[src/rtl/pipe3_pkg.sv]
// Shared opcode and field definitions for the three-stage core.
// Assumes a 16-bit instruction word: op[15:13] rd[12:11] rs[10:9] imm[8:0].
package pipe3_pkg;
    localparam int IW   = 16;
    localparam int RAW  = 2;
    localparam int IMMW = 9;

    localparam logic [2:0] OP_NOP   = 3'd0;
    localparam logic [2:0] OP_LDI   = 3'd1;
    localparam logic [2:0] OP_MOV   = 3'd2;
    localparam logic [2:0] OP_ADDI  = 3'd3;
    localparam logic [2:0] OP_STORE = 3'd4;
    localparam logic [2:0] OP_BEQZ  = 3'd5;
    localparam logic [2:0] OP_HALT  = 3'd7;

    function automatic logic [2:0] f_op(input logic [IW-1:0] w);
        return w[15:13];
    endfunction

    function automatic logic [RAW-1:0] f_rd(input logic [IW-1:0] w);
        return w[12:11];
    endfunction

    function automatic logic [RAW-1:0] f_rs(input logic [IW-1:0] w);
        return w[10:9];
    endfunction

    function automatic logic [IMMW-1:0] f_imm(input logic [IW-1:0] w);
        return w[8:0];
    endfunction
endpackage

[src/rtl/pipe3_fetch.sv]
// Fetch stage: holds the program counter and the instruction memory, and
// loads the fetch/execute register. Stops fetching while a stall is active,
// while a fetched branch is unresolved, and for good once a halt is fetched.
// Assumes a redirect arrives only while a branch hold is pending.
module pipe3_fetch
    import pipe3_pkg::*;
#(
    parameter int IAW = 6
) (
    input  logic           clk,
    input  logic           rst_n,
    input  logic           ld_we,
    input  logic [IAW-1:0] ld_addr,
    input  logic [IW-1:0]  ld_data,
    input  logic           stall,
    input  logic           redirect,
    input  logic           redirect_taken,
    input  logic [IAW-1:0] redirect_pc,
    output logic           fe_valid,
    output logic [IW-1:0]  fe_instr,
    output logic           halted
);
    localparam int             DEPTH = 1 << IAW;
    localparam logic [IAW-1:0] PC_ONE = 1;

    logic [IW-1:0]  imem [DEPTH];
    logic [IAW-1:0] pc;
    logic           hold;
    logic [IW-1:0]  word;
    logic           fetch_en;

    assign word     = imem[pc];
    assign fetch_en = !stall && !hold && !halted;

    // Instruction memory preload write.
    always_ff @(posedge clk) begin
        if (ld_we) imem[ld_addr] <= ld_data;
    end

    // Program counter, branch hold, halt latch and fetch/execute register.
    always_ff @(posedge clk) begin
        if (!rst_n) begin
            pc       <= '0;
            hold     <= 1'b0;
            halted   <= 1'b0;
            fe_valid <= 1'b0;
            fe_instr <= '0;
        end else begin
            if (redirect) begin
                hold <= 1'b0;
                if (redirect_taken) pc <= redirect_pc;
            end
            if (!stall) begin
                if (fetch_en) begin
                    fe_instr <= word;
                    fe_valid <= 1'b1;
                    pc       <= pc + PC_ONE;
                    if (f_op(word) == OP_BEQZ) hold   <= 1'b1;
                    if (f_op(word) == OP_HALT) halted <= 1'b1;
                end else begin
                    fe_valid <= 1'b0;
                end
            end
        end
    end
endmodule

[src/rtl/pipe3_exec.sv]
// Execute stage: detects the interlock against the commit stage, computes
// results and branch decisions, and loads the execute/commit register.
// Assumes a single source operand per instruction (rd for add, rs otherwise).
module pipe3_exec
    import pipe3_pkg::*;
#(
    parameter int IAW = 6,
    parameter int DAW = 6,
    parameter int DW  = 8
) (
    input  logic           clk,
    input  logic           rst_n,
    input  logic           fe_valid,
    input  logic [IW-1:0]  fe_instr,
    output logic [RAW-1:0] src_sel,
    input  logic [DW-1:0]  src_val,
    output logic           stall,
    output logic           redirect,
    output logic           redirect_taken,
    output logic [IAW-1:0] redirect_pc,
    output logic           s_valid,
    output logic           s_wr_reg,
    output logic           s_wr_mem,
    output logic [RAW-1:0] s_rd,
    output logic [DAW-1:0] s_addr,
    output logic [DW-1:0]  s_val
);
    logic [2:0]      op;
    logic [IMMW-1:0] imm;
    logic            reads_rs, reads_rd, needs_src, writes_reg, active;
    logic [DW-1:0]   result;
    logic            unused_imm;

    assign op         = f_op(fe_instr);
    assign imm        = f_imm(fe_instr);
    assign unused_imm = ^imm;
    assign reads_rs   = (op == OP_MOV) || (op == OP_STORE) || (op == OP_BEQZ);
    assign reads_rd   = (op == OP_ADDI);
    assign needs_src  = fe_valid && (reads_rs || reads_rd);
    assign src_sel    = reads_rd ? f_rd(fe_instr) : f_rs(fe_instr);
    assign writes_reg = (op == OP_LDI) || (op == OP_MOV) || (op == OP_ADDI);
    assign active     = writes_reg || (op == OP_STORE);

    // Interlock: the source is still being written by the commit stage.
    assign stall = needs_src && s_valid && s_wr_reg && (s_rd == src_sel);

    // Branch resolution.
    assign redirect       = fe_valid && (op == OP_BEQZ) && !stall;
    assign redirect_taken = (src_val == '0);
    assign redirect_pc    = imm[IAW-1:0];

    // Result selection per opcode.
    always_comb begin
        case (op)
            OP_LDI:  result = imm[DW-1:0];
            OP_ADDI: result = src_val + imm[DW-1:0];
            default: result = src_val;
        endcase
    end

    // Execute/commit register; a stall or non-writing opcode becomes a bubble.
    always_ff @(posedge clk) begin
        if (!rst_n) begin
            s_valid  <= 1'b0;
            s_wr_reg <= 1'b0;
            s_wr_mem <= 1'b0;
            s_rd     <= '0;
            s_addr   <= '0;
            s_val    <= '0;
        end else begin
            s_valid  <= fe_valid && !stall && active;
            s_wr_reg <= writes_reg;
            s_wr_mem <= (op == OP_STORE);
            s_rd     <= f_rd(fe_instr);
            s_addr   <= imm[DAW-1:0];
            s_val    <= result;
        end
    end
endmodule

[src/rtl/pipe3_commit.sv]
// Commit stage: register file and data memory. Writes happen at the edge that
// ends the commit cycle; reads are combinational. Preload writes take priority.
module pipe3_commit
    import pipe3_pkg::*;
#(
    parameter int DAW = 6,
    parameter int DW  = 8
) (
    input  logic           clk,
    input  logic           rst_n,
    input  logic           s_valid,
    input  logic           s_wr_reg,
    input  logic           s_wr_mem,
    input  logic [RAW-1:0] s_rd,
    input  logic [DAW-1:0] s_addr,
    input  logic [DW-1:0]  s_val,
    input  logic [RAW-1:0] src_sel,
    output logic [DW-1:0]  src_val,
    input  logic           ld_we,
    input  logic [DAW-1:0] ld_addr,
    input  logic [DW-1:0]  ld_data,
    input  logic [DAW-1:0] dbg_addr,
    output logic [DW-1:0]  dbg_data,
    input  logic [RAW-1:0] dbg_sel,
    output logic [DW-1:0]  dbg_reg
);
    localparam int NREG  = 1 << RAW;
    localparam int DEPTH = 1 << DAW;

    logic [DW-1:0] regs [NREG];
    logic [DW-1:0] dmem [DEPTH];

    assign src_val  = regs[src_sel];
    assign dbg_reg  = regs[dbg_sel];
    assign dbg_data = dmem[dbg_addr];

    // Register file with synchronous clear.
    always_ff @(posedge clk) begin
        if (!rst_n) begin
            for (int i = 0; i < NREG; i++) regs[i] <= '0;
        end else if (s_valid && s_wr_reg) begin
            regs[s_rd] <= s_val;
        end
    end

    // Data memory: preload first, otherwise committed stores.
    always_ff @(posedge clk) begin
        if (ld_we) dmem[ld_addr] <= ld_data;
        else if (rst_n && s_valid && s_wr_mem) dmem[s_addr] <= s_val;
    end
endmodule

[src/rtl/pipe3_core.sv]
// Top of the three-stage interlocked core: connects fetch, execute and commit
// and produces done. Assumes memories are preloaded while rst_n is low.
module pipe3_core
    import pipe3_pkg::*;
#(
    parameter int IAW = 6,
    parameter int DAW = 6,
    parameter int DW  = 8
) (
    input  logic           clk,
    input  logic           rst_n,
    input  logic           ld_imem_we,
    input  logic [IAW-1:0] ld_imem_addr,
    input  logic [IW-1:0]  ld_imem_data,
    input  logic           ld_dmem_we,
    input  logic [DAW-1:0] ld_dmem_addr,
    input  logic [DW-1:0]  ld_dmem_data,
    input  logic [DAW-1:0] dbg_dmem_addr,
    output logic [DW-1:0]  dbg_dmem_data,
    input  logic [RAW-1:0] dbg_reg_sel,
    output logic [DW-1:0]  dbg_reg_data,
    output logic           done
);
    logic           fe_valid, halted, stall;
    logic [IW-1:0]  fe_instr;
    logic           redirect, redirect_taken;
    logic [IAW-1:0] redirect_pc;
    logic [RAW-1:0] src_sel;
    logic [DW-1:0]  src_val;
    logic           s_valid, s_wr_reg, s_wr_mem;
    logic [RAW-1:0] s_rd;
    logic [DAW-1:0] s_addr;
    logic [DW-1:0]  s_val;

    assign done = halted && !fe_valid && !s_valid;

    pipe3_fetch #(.IAW(IAW)) u_fetch (
        .clk(clk), .rst_n(rst_n),
        .ld_we(ld_imem_we), .ld_addr(ld_imem_addr), .ld_data(ld_imem_data),
        .stall(stall), .redirect(redirect), .redirect_taken(redirect_taken),
        .redirect_pc(redirect_pc), .fe_valid(fe_valid), .fe_instr(fe_instr),
        .halted(halted)
    );

    pipe3_exec #(.IAW(IAW), .DAW(DAW), .DW(DW)) u_exec (
        .clk(clk), .rst_n(rst_n), .fe_valid(fe_valid), .fe_instr(fe_instr),
        .src_sel(src_sel), .src_val(src_val), .stall(stall),
        .redirect(redirect), .redirect_taken(redirect_taken),
        .redirect_pc(redirect_pc), .s_valid(s_valid), .s_wr_reg(s_wr_reg),
        .s_wr_mem(s_wr_mem), .s_rd(s_rd), .s_addr(s_addr), .s_val(s_val)
    );

    pipe3_commit #(.DAW(DAW), .DW(DW)) u_commit (
        .clk(clk), .rst_n(rst_n), .s_valid(s_valid), .s_wr_reg(s_wr_reg),
        .s_wr_mem(s_wr_mem), .s_rd(s_rd), .s_addr(s_addr), .s_val(s_val),
        .src_sel(src_sel), .src_val(src_val),
        .ld_we(ld_dmem_we), .ld_addr(ld_dmem_addr), .ld_data(ld_dmem_data),
        .dbg_addr(dbg_dmem_addr), .dbg_data(dbg_dmem_data),
        .dbg_sel(dbg_reg_sel), .dbg_reg(dbg_reg_data)
    );
endmodule

[config.mk]
export PLATFORM = sky130hd
export DESIGN_NAME = pipe3_core
export DESIGN_NICKNAME = d
export VERILOG_FILES = /design/src/rtl/pipe3_pkg.sv /design/src/rtl/pipe3_fetch.sv /design/src/rtl/pipe3_exec.sv /design/src/rtl/pipe3_commit.sv /design/src/rtl/pipe3_core.sv
export SDC_FILE = /design/constraint.sdc
export NUM_CORES = 2
export LEC_CHECK = 0
export CORE_UTILIZATION = 40
export CTS_BUF_LIST = sky130_fd_sc_hd__clkbuf_16
export DETAILED_ROUTE_END_ITERATION = 16
export MAX_ROUTING_LAYER = met4
export PLACE_DENSITY = 0.63
export SLEW_MARGIN = 10
export SYNTH_ARGS = -nofsm -noshare
export SYNTH_HDL_FRONTEND = slang
export SYNTH_HIERARCHICAL = 1
export SYNTH_SLANG_ARGS = --single-unit
[constraint.sdc]
create_clock -name clk -period 3.4 [get_ports clk]
set_input_delay 0.85 -clock clk [delete_from_list [all_inputs] [get_ports clk]]
set_output_delay 0.85 -clock clk [all_outputs]
set_load 0.05 [all_outputs]
==> impl_summary.log <==
[metrics] cell class contributing the biggest share of worst-path delay: compound AO/OA/AOI/OAI gates
[metrics] clock tree from TritonCTS: yes
[metrics] critical path, cell by cell: buf_16 -> buf_12 -> or3b_4 -> o22ai_4 -> a211oi_4 -> a221o_2 -> o41ai_4 -> buf_12
[metrics] worst max-slew margin expressed relative to the limit: 0.2403
[metrics] count of boundary I/O pins: 65
[metrics] Worst path depth: 8
[metrics] Hold Path Depth: 1
[metrics] Fmax: 286.1 MHz
[metrics] clk slew on worst S/H paths: 0.05 ns
[metrics] layout cells sized above 1: 0.3353
[metrics] number of endpoints with negative hold slack in the final report: 0
[metrics] worst r2r dst: u_fetch/pc[5]
[metrics] peak supply drop: 0.5985 mV
[metrics] via total after detailed routing: 29.67k
[metrics] hold buffers post-CTS: 0
[metrics] final routed DRC violation total: 0
[metrics] Tightest Pin Transition: 1.140 ns
[metrics] Reg with most FFs: u_fetch/imem
[metrics] number of routed nets with antenna violations: 0
[metrics] synthesis-to-finish area growth: 18.00%
[metrics] First-pass DRT Iterations: 6
[metrics] average vias per placed instance: 5.565
[metrics] Max clock buf depth: 3
[metrics] leakage power summed over all cells: 22.89 nW
[metrics] instance count of the mapped netlist: 2796
[metrics] count of placed standard cells in the final layout, fillers left out: 5332
[metrics] CTS root buf: clkbuf_16
[metrics] Regs by FF count: u_fetch/imem (960), u_commit/dmem (512), u_commit/regs (32)
[metrics] die footprint: 154000 µm²
[metrics] Setup Slack @ Placement: -0.3974 ns
[metrics] start point of the worst min-delay path: u_fetch/fe_instr[9]
[metrics] run status: finished with violations
[metrics] clock latency reported for the late side of the worst-skew pair: 0.78 ns
[metrics] WP data arrival: 2.65 ns
[metrics] largest net degree at the start of global routing: 65
[metrics] final-report max-slew violation count: 0
[metrics] Worst setup EP type: output pin
[metrics] width of the die: 392.4 µm
[metrics] Warnings, synthesis: 6
[metrics] category of the worst setup path launch point: input pin
[metrics] Std-Cell Rows: 142
[metrics] cell area after technology mapping: 60970 µm²
[metrics] # placed instances: 5042
[metrics] Die H: 392.4 µm
[metrics] via count of the first global-routing pass: 30.20k
[metrics] Filler Cell Count: 12.22k
[metrics] library cell appearing most often on the critical path: buf_12
[metrics] max reg flops: 960
[metrics] Antenna diodes: 0
[metrics] setup-violating endpoint count in the final report: 8
[metrics] total routed wirelength: 141700 µm
[metrics] TritonCTS buffer count: 158
[metrics] clock sinks: 1547
[metrics] Cell Pwr Density: 655.8 nW/µm²
[metrics] Critical-path top delay cell: a221o_2
[metrics] crit path kind: input pin to output pin
[metrics] source of the worst register-to-register timing path: u_fetch/fe_instr[15]
[metrics] Tightest Hold Check Type: register to register
[metrics] input/output buffers: 63
[metrics] Final #Nets: 3253
[metrics] Worst Clk Skew: 0.02851 ns
[metrics] initial antenna violation count: 5
[metrics] count of max-cap constraint violations: 0
[metrics] net count of the mapped netlist: 2853
[metrics] final global-route overflow total: 0
[metrics] required time of the critical path: 2.55 ns
[metrics] GRT Resource Usage Total: 0.1926
[metrics] area of the core: 150500 µm²
[metrics] setup repair after global routing missed its margin: true
[metrics] DP HPWL: 86400 µm
[metrics] average footprint of a synthesized cell: 21.80 µm²
[metrics] initial standard-cell utilization of the core: 0.4051
[metrics] worst hold endpoint: u_fetch/fe_instr[9]
[metrics] Largest stage delay, worst path: 0.50 ns
[metrics] failing checks: negative setup slack
[metrics] minimum setup slack among reg-to-reg paths: 0.21 ns
[metrics] initial DRC count: 3172
[metrics] placer congestion estimate: 0.8321
[metrics] Buf/Inv on CP: 3
[metrics] CTS H-tree lvls: 4
[metrics] largest fanout of any net on the critical path: 6
[metrics] Tcrit/Tclk final: 1.028
[metrics] global-route wire length before repair: 207500 µm
[metrics] DR WL/cell: 26.57 µm
[metrics] Period minus WS final: 3.495 ns
[metrics] Reg2Reg Depth: 11
[metrics] worst path setup slack after routing: -0.09518 ns
layout by cell type (no fill, tap or decap), drive strengths merged, types with 40 or more instances in the layout:
cell and count:
edfxtp 1504, mux4 430, buf 373, nor2 174
clkbuf 159, clkinv 70, nand2 57, inv 44
dfxtp 43, mux2i 43, and2 42, a21oi 40
power by group:
group          internal [mW]  switching, mW  total (mW)  leakage, nW
clock                   9.11           7.12        16.2         2.47
combinational           4.53           4.68        9.20         6.49
sequential              21.2          0.515        21.7         13.9
total                   34.9           12.3        47.2         22.9
worst max-delay path by stage:
stage / end / start
after floorplan: dbg_dmem_data[6] / dbg_dmem_addr[2]
after global placement: dbg_dmem_data[0] / dbg_dmem_addr[1]
after detailed placement: dbg_dmem_data[2] / dbg_dmem_addr[1]
after CTS: dbg_dmem_data[1] / dbg_dmem_addr[0]
after global routing: dbg_dmem_data[0] / dbg_dmem_addr[0]
final: dbg_dmem_data[1] / dbg_dmem_addr[0]
layer usage:
layer / wire [µm] / up-vias / share of wire / track usage
li1: - / 12580 / - / -
met1: 61230 / 15720 / 0.43 / 0.2698
met2: 65470 / 1142 / 0.46 / 0.2838
met3: 11480 / 233 / 0.081 / 0.04176
met4: 3511 / 0 / 0.025 / 0.05568
met5: 0 / - / 0 / -
stage by stage:
step                utilization  total power, mW  cell area (µm²)  hold WS [ns]  setup TNS [ns]
floorplan                     -            28.12            61100        0.4491       -0.003461
global placement         0.4410            31.19            66360        0.4648          -7.809
detailed placement       0.4410            31.25            66360        0.4748          -5.194
CTS                      0.4779            47.52            71920        0.4473         -0.6858
global route             0.4781            48.84            71940        0.4899         -0.9592
finish                   0.4781            47.18            71940        0.4859         -0.6472
timing repair:
action	CTS	global route
setup endpoints to repair	8	10
gates resized for setup	117	22
pin swaps	33	15
setup buffers	8	1
gates cloned	5	0
final cells by class:
cell class,instances,area [µm²],share of cell area
clock inverters,121,853.3,0.01186
repair buffers,401,4068,0.05654
clock buffers,159,3979,0.05531
well taps,2016,2522,0.03506
flip-flops and latches,1547,46040,0.6399
multi-input cells,1081,14460,0.2009
inverters,7,26.28,0.0003652
Power figures use the tool's default switching activity.
